===== config.mk =====
export PLATFORM = sky130hd
export DESIGN_NAME = rxwm_pause_ctrl
export DESIGN_NICKNAME = d
export VERILOG_FILES = /design/src/rtl/rxwm_pkg.sv /design/src/rtl/rxwm_cfg_check.sv /design/src/rtl/rxwm_refresh_timer.sv /design/src/rtl/rxwm_req_port.sv /design/src/rtl/rxwm_pause_ctrl.sv
export SDC_FILE = /design/constraint.sdc
export NUM_CORES = 1
export LEC_CHECK = 0
export ABC_CLOCK_PERIOD_IN_PS = 3400
export BUFFER_PORTS_ARGS = -buffer_cell sky130_fd_sc_hd__buf_2
export CORE_ASPECT_RATIO = 0.5
export CORE_MARGIN = 2
export CORE_UTILIZATION = 51
export DETAILED_ROUTE_END_ITERATION = 7
export PLACE_DENSITY = 0.81
export SLEW_MARGIN = 25
export SYNTH_ARGS = -nofsm -noshare
export SYNTH_HDL_FRONTEND = slang
export SYNTH_HIERARCHICAL = 1
export SYNTH_SLANG_ARGS = --single-unit

===== constraint.sdc =====
create_clock -name clk -period 3.4 [get_ports clk]
set_input_delay 0 -clock clk [delete_from_list [all_inputs] [get_ports clk]]
set_output_delay 0 -clock clk [all_outputs]
set_load 0.02 [all_outputs]

===== src/rtl/rxwm_pkg.sv =====
package rxwm_pkg;

  localparam int PT_W = 16;

  // High threshold used when the marks are not in use: buffer less guard, floored at zero.
  function automatic logic [31:0] forced_high(input logic [31:0] buf_bytes,
                                              input logic [31:0] guard);
    return (buf_bytes > guard) ? (buf_bytes - guard) : 32'd0;
  endfunction

  // Marks are illegal when the low one is zero or not strictly below the high one.
  function automatic logic marks_illegal(input logic [31:0] hi, input logic [31:0] lo);
    return (lo == 32'd0) || (lo >= hi);
  endfunction

  // Refresh interval: half the pause time, never below one quantum.
  function automatic logic [PT_W-1:0] refresh_span(input logic [PT_W-1:0] pt);
    logic [PT_W-1:0] half;
    half = pt >> 1;
    return (half == '0) ? PT_W'(1) : half;
  endfunction

  // Pause register word: pause time in upper half for XOFF, all zero for XON.
  function automatic logic [31:0] frame_word(input logic [PT_W-1:0] pt, input logic is_xoff);
    return is_xoff ? {pt, 16'h0000} : 32'h0000_0000;
  endfunction

endpackage


===== src/rtl/rxwm_cfg_check.sv =====
module rxwm_cfg_check
  import rxwm_pkg::*;
#(
  parameter int LVL_W = 20,
  parameter int GUARD_BYTES = 24576
) (
  input  logic             tx_pause_en,
  input  logic [LVL_W-1:0] cfg_high_mark,
  input  logic [LVL_W-1:0] cfg_low_mark,
  input  logic [PT_W-1:0]  cfg_pause_time,
  input  logic [LVL_W-1:0] cfg_buf_size,
  output logic             cfg_err,
  output logic             marks_live,
  output logic [LVL_W-1:0] eff_high_mark,
  output logic [LVL_W-1:0] eff_low_mark
);

  logic uses_marks;
  logic bad_marks;
  logic zero_time;

  always_comb begin
    uses_marks = tx_pause_en && (cfg_high_mark != '0);
    bad_marks  = marks_illegal(32'(cfg_high_mark), 32'(cfg_low_mark));
    zero_time  = (cfg_pause_time == '0);
    cfg_err    = zero_time || (uses_marks && bad_marks);
    marks_live = uses_marks && !cfg_err;
    if (uses_marks) begin
      eff_high_mark = cfg_high_mark;
      eff_low_mark  = cfg_low_mark;
    end else begin
      eff_high_mark = LVL_W'(forced_high(32'(cfg_buf_size), 32'(GUARD_BYTES)));
      eff_low_mark  = '0;
    end
  end

endmodule


===== src/rtl/rxwm_refresh_timer.sv =====
module rxwm_refresh_timer
  import rxwm_pkg::*;
(
  input  logic            clk,
  input  logic            rst_n,
  input  logic            run,
  input  logic            restart,
  input  logic            tick,
  input  logic [PT_W-1:0] span,
  output logic            due
);

  logic [PT_W-1:0] quanta_cnt;
  logic            at_max;

  assign at_max = (quanta_cnt == {PT_W{1'b1}});

  always_ff @(posedge clk or negedge rst_n) begin
    if (!rst_n) begin
      quanta_cnt <= '0;
    end else if (restart || !run) begin
      quanta_cnt <= '0;
    end else if (tick && !at_max) begin
      quanta_cnt <= quanta_cnt + 1'b1;
    end
  end

  assign due = run && (quanta_cnt >= span);

endmodule


===== src/rtl/rxwm_req_port.sv =====
module rxwm_req_port
  import rxwm_pkg::*;
(
  input  logic            clk,
  input  logic            rst_n,
  input  logic            issue,
  input  logic            issue_xoff,
  input  logic [PT_W-1:0] pause_time,
  input  logic            req_ack,
  output logic            req_valid,
  output logic [31:0]     req_word
);

  always_ff @(posedge clk or negedge rst_n) begin
    if (!rst_n) begin
      req_valid <= 1'b0;
      req_word  <= '0;
    end else if (issue) begin
      req_valid <= 1'b1;
      req_word  <= frame_word(pause_time, issue_xoff);
    end else if (req_valid && req_ack) begin
      req_valid <= 1'b0;
    end
  end

endmodule


===== src/rtl/rxwm_pause_ctrl.sv =====
module rxwm_pause_ctrl
  import rxwm_pkg::*;
#(
  parameter int LVL_W = 20,
  parameter int GUARD_BYTES = 24576
) (
  input  logic             clk,
  input  logic             rst_n,
  input  logic [LVL_W-1:0] fill_level,
  input  logic [LVL_W-1:0] cfg_high_mark,
  input  logic [LVL_W-1:0] cfg_low_mark,
  input  logic [15:0]      cfg_pause_time,
  input  logic [LVL_W-1:0] cfg_buf_size,
  input  logic             tx_pause_en,
  input  logic             quanta_tick,
  input  logic             req_ack,
  output logic             req_valid,
  output logic [31:0]      req_word,
  output logic             xoff_active,
  output logic             cfg_err,
  output logic [LVL_W-1:0] eff_high_mark,
  output logic [LVL_W-1:0] eff_low_mark
);

  logic marks_live;
  logic above_high;
  logic below_low;
  logic slot_free;
  logic refresh_due;
  logic evt_xoff;
  logic evt_xon;
  logic evt_refresh;
  logic evt_issue;
  logic evt_issue_xoff;
  logic xoff_q;
  logic [PT_W-1:0] span;

  rxwm_cfg_check #(.LVL_W(LVL_W), .GUARD_BYTES(GUARD_BYTES)) u_cfg (
    .tx_pause_en   (tx_pause_en),
    .cfg_high_mark (cfg_high_mark),
    .cfg_low_mark  (cfg_low_mark),
    .cfg_pause_time(cfg_pause_time),
    .cfg_buf_size  (cfg_buf_size),
    .cfg_err       (cfg_err),
    .marks_live    (marks_live),
    .eff_high_mark (eff_high_mark),
    .eff_low_mark  (eff_low_mark)
  );

  // Decision events, named for the checker.
  always_comb begin
    above_high     = fill_level > eff_high_mark;
    below_low      = fill_level < eff_low_mark;
    slot_free      = marks_live && !req_valid;
    evt_xoff       = slot_free && !xoff_q && above_high;
    evt_xon        = slot_free && xoff_q && below_low;
    evt_refresh    = slot_free && xoff_q && !below_low && refresh_due;
    evt_issue      = evt_xoff || evt_xon || evt_refresh;
    evt_issue_xoff = evt_xoff || evt_refresh;
    span           = refresh_span(cfg_pause_time);
  end

  always_ff @(posedge clk or negedge rst_n) begin
    if (!rst_n) begin
      xoff_q <= 1'b0;
    end else if (!marks_live) begin
      xoff_q <= 1'b0;
    end else if (evt_xoff) begin
      xoff_q <= 1'b1;
    end else if (evt_xon) begin
      xoff_q <= 1'b0;
    end
  end

  assign xoff_active = xoff_q;

  rxwm_refresh_timer u_tmr (
    .clk    (clk),
    .rst_n  (rst_n),
    .run    (xoff_q),
    .restart(evt_issue_xoff),
    .tick   (quanta_tick),
    .span   (span),
    .due    (refresh_due)
  );

  rxwm_req_port u_req (
    .clk       (clk),
    .rst_n     (rst_n),
    .issue     (evt_issue),
    .issue_xoff(evt_issue_xoff),
    .pause_time(cfg_pause_time),
    .req_ack   (req_ack),
    .req_valid (req_valid),
    .req_word  (req_word)
  );

endmodule


==> impl_metrics.ini <==
[power_and_ir_drop]
p_comb_share_pct = 41.3
irDropWorstVdd_mv = 0.245
clockPowerShare_pct = 30.2
p_int_mw = 1.06
sw_frac_of_total_pct = 36.5
leakage_nw = 2.93
netSwitchingPower_uw = 606
power_frac_seq_pct = 28.5
powerDensity_nw_per_um2 = 297

[yosys]
synth_top_area_share_pct = 21.4
synthDistinctLibCells = 64
avgSynthCellArea_um2 = 7.71
synth_seq_cells = 34
synth_edf_count = 0
syn_area_um2 = 4510
ys_seq_area_share_pct = 18.9
synth_top_area_cell = ha_1
ys.flop_type = dfrtp_1
netlist_instances = 585
yosysWarnings = 6
async_flop_share_pct = 100
synthTopCellsByArea = ha_1 (21%), dfrtp_1 (19%), inv_1 (8.0%)

[cells_and_area]
fillCellCount = 743
final_nets = 919
drive_gt1_share_pct = 28.8
areaGrowthSynthToFinish_pct = 24.2
layout_commonest_cell = buf_2
diodes = 0
mostFrequentLayoutCells = buf_2 (159), inv_1 (96), ha_1 (77)

[routing]
routed_wl_um = 12700
initialDrtViolationCount = 290
detail-route-antenna-nets = 0
dr.pass1.iters = 4
routedWlPerCell_um = 14.8
drc_errors = 0
viasPerCell = 5.48
via_count = 4704

[worst_setup_path]
cp-start-kind = primary input
worst_setup_path_end_kind = register
path_max_fanout = 18
cp.arrival_ns = 3.35
critPathKind = primary input to register
r2r_cells = 10
rrSetupSlack_ns = 0.73
cp.required_ns = 3.60
timing.rr.end = u_tmr/quanta_cnt[5]
worstReg2RegStart = u_tmr/quanta_cnt[2]

[clocking]
cts_made_buffers = 5
clk_path_buf_depth = 2
cts_root_buf = clkbuf_16
clock_latency_ns = 0.28
path_clk_slew_ns = 0.05
cts_setup_buffers = 0
cts_tree = done
cts.sinks = 34
h-tree-depth = 2

[grt]
antenna_found_initial = 0
grt_use_total_pct = 26.4
grt_pass1_wl_um = 20600
grt_pass1_vias = 4401
overflow = 0
grt_start_max_net_pins = 37

[floorplan]
die_x_um = 137
initial_core_util_pct = 52.1
fp-row-count = 24
die_y_um = 70.5
core_area_um2 = 8650
die_area_um2 = 9660
io_pins = 176

[job]
maxCapViolations = 0

[min_path]
min_from = cfg_pause_time[11]
min_path_cells = 3
min_path_type = primary input to register
min_to = u_req/req_word[27]

[sta]
maxSlewViolCount = 0
rsz0062_at_grt = no
slew_headroom_pct = 48.6
tns_ns = 0
final-setup-viol-count = 0
timing.final.crit_share_pct = 92.7
fin_hold_ws_ns = 0.0154
fin_crit_ns = 3.15
hold_viol_final = 0
fmax_mhz = 317
worst-slew-pin-transition_ns = 0.771
clock_skew_ns = 0.00643

[placement]
port_buffers = 159
gp_congestion = 0.923
hpwl_um = 10700

[outcome]
status = finished, final reports clean
[cells in the mapped netlist (7+ instances only)]
cell / instances
o21ai_0: 35
inv_1: 96
nand3_1: 32
a21oi_1: 37
nor2_1: 19
buf_4: 17
a22o_2: 10
clkbuf_1: 17
nor4_1: 23
mux2i_1: 7
nand4_1: 16
ha_1: 77
dfrtp_1: 34
and2_1: 20
nand2_1: 41
a22o_1: 8
[area by class of cell]
type	count	area, um^2	area share (%)
multi-input cells	426	3100	55.3
clock inverters	1	30.0	0.536
inverters	96	360	6.43
flip-flops and latches	34	851	15.2
clock buffers	7	133	2.37
well taps	117	146	2.61
repair buffers	178	983	17.6
[per-layer routing]
layer	wire, um	share of wire (%)	up-vias	track usage, %
met1	5660	44	2199	34.9
met2	6290	49	147	45.9
met3	638	5.0	12	3.20
li1	-	-	2346	-
met4	136	1.1	0	6.19
met5	0	0	-	0
[repair_timing]
action	CTS	global route
hold endpoints to repair	36	0
endpoints found under the setup margin	0	4
hold buffers	3	0
gates resized for setup	0	2
[worst max path at each step]
| stage | startpoint | endpoint | cells past startpoint | slack (ns) |
|---|---|---|---|---|
| 2_1_floorplan | cfg_high_mark[11] | u_tmr/quanta_cnt[4] | 18 | 0.03 |
| 3_3_place_gp | cfg_high_mark[0] | u_tmr/quanta_cnt[5] | 17 | 0.04 |
| 3_5_place_dp | cfg_high_mark[0] | u_tmr/quanta_cnt[3] | 17 | -0.08 |
| 4_1_cts | cfg_high_mark[0] | u_tmr/quanta_cnt[5] | 17 | 0.19 |
| 5_1_grt | cfg_high_mark[0] | u_tmr/quanta_cnt[5] | 17 | 0.006 |
| 6_report | cfg_high_mark[11] | u_tmr/quanta_cnt[5] | 17 | 0.25 |
[logic make-up (layout without fill, tap and decap cells)]
| kind of cell | count (synthesis) | in the layout | share of synthesized area (%) |
|---|---|---|---|
| AOI/OAI and AO/OA | 132 | 132 | 19.6 |
| xor gates and xnor gates | 4 | 4 | 0.777 |
| adders and majority gates | 77 | 77 | 21.4 |
| buffers and inverters | 140 | 282 | 14.2 |
| DFF | 34 | 34 | 18.9 |
| muxes | 7 | 7 | 1.55 |
| other | 2 | 17 | 0.167 |
| and+or+nand+nor | 189 | 189 | 23.4 |
[registers in the layout, summed over array words and instances, names as in the netlist]
signal and count:
u_req/req_valid 1, u_req/req_word 16, xoff_active 1, u_tmr/quanta_cnt 16
[per-stage QoR]
stage / cell area [um^2] / instances / utilization, % / setup WS [ns] / power [mW]
finish: 5600 / 859 / 64.8 / 0.247 / 1.66
global route: 5600 / 859 / 64.8 / 0.00598 / 1.77
CTS: 5590 / 859 / 64.6 / 0.193 / 1.67
detailed placement: 5400 / 848 / 62.4 / -0.0826 / 1.16
global placement: 5400 / 848 / 62.4 / 0.0389 / 1.14
floorplan: 4570 / 600 / - / 0.0271 / 0.904
[power by group through the flow]
stage                     logic, mW  clock network, mW  registers (mW)
after global routing          0.758              0.531           0.479
final                         0.687              0.502           0.474
after global placement        0.658                  0           0.478
after floorplan               0.377                  0           0.527
after CTS                     0.682              0.511           0.474
after detailed placement      0.677                  0           0.480
[worst max-delay path, stage by stage]
cell and delay, ns:
buf_2 0.10, nor4_1 0.33, nand3_1 0.12, o21a_1 0.26, a21oi_4 0.15, buf_12 0.16, a22o_1 0.15, inv_1 0.05
ha_1 0.30, a21oi_1 0.16, o21ai_0 0.12, a221oi_1 0.30, a31o_2 0.23, nand2_1 0.09, or2b_2 0.38, a2111o_1 0.37
o21ai_1 0.08
No activity file was read; power rests on OpenSTA's default activity.
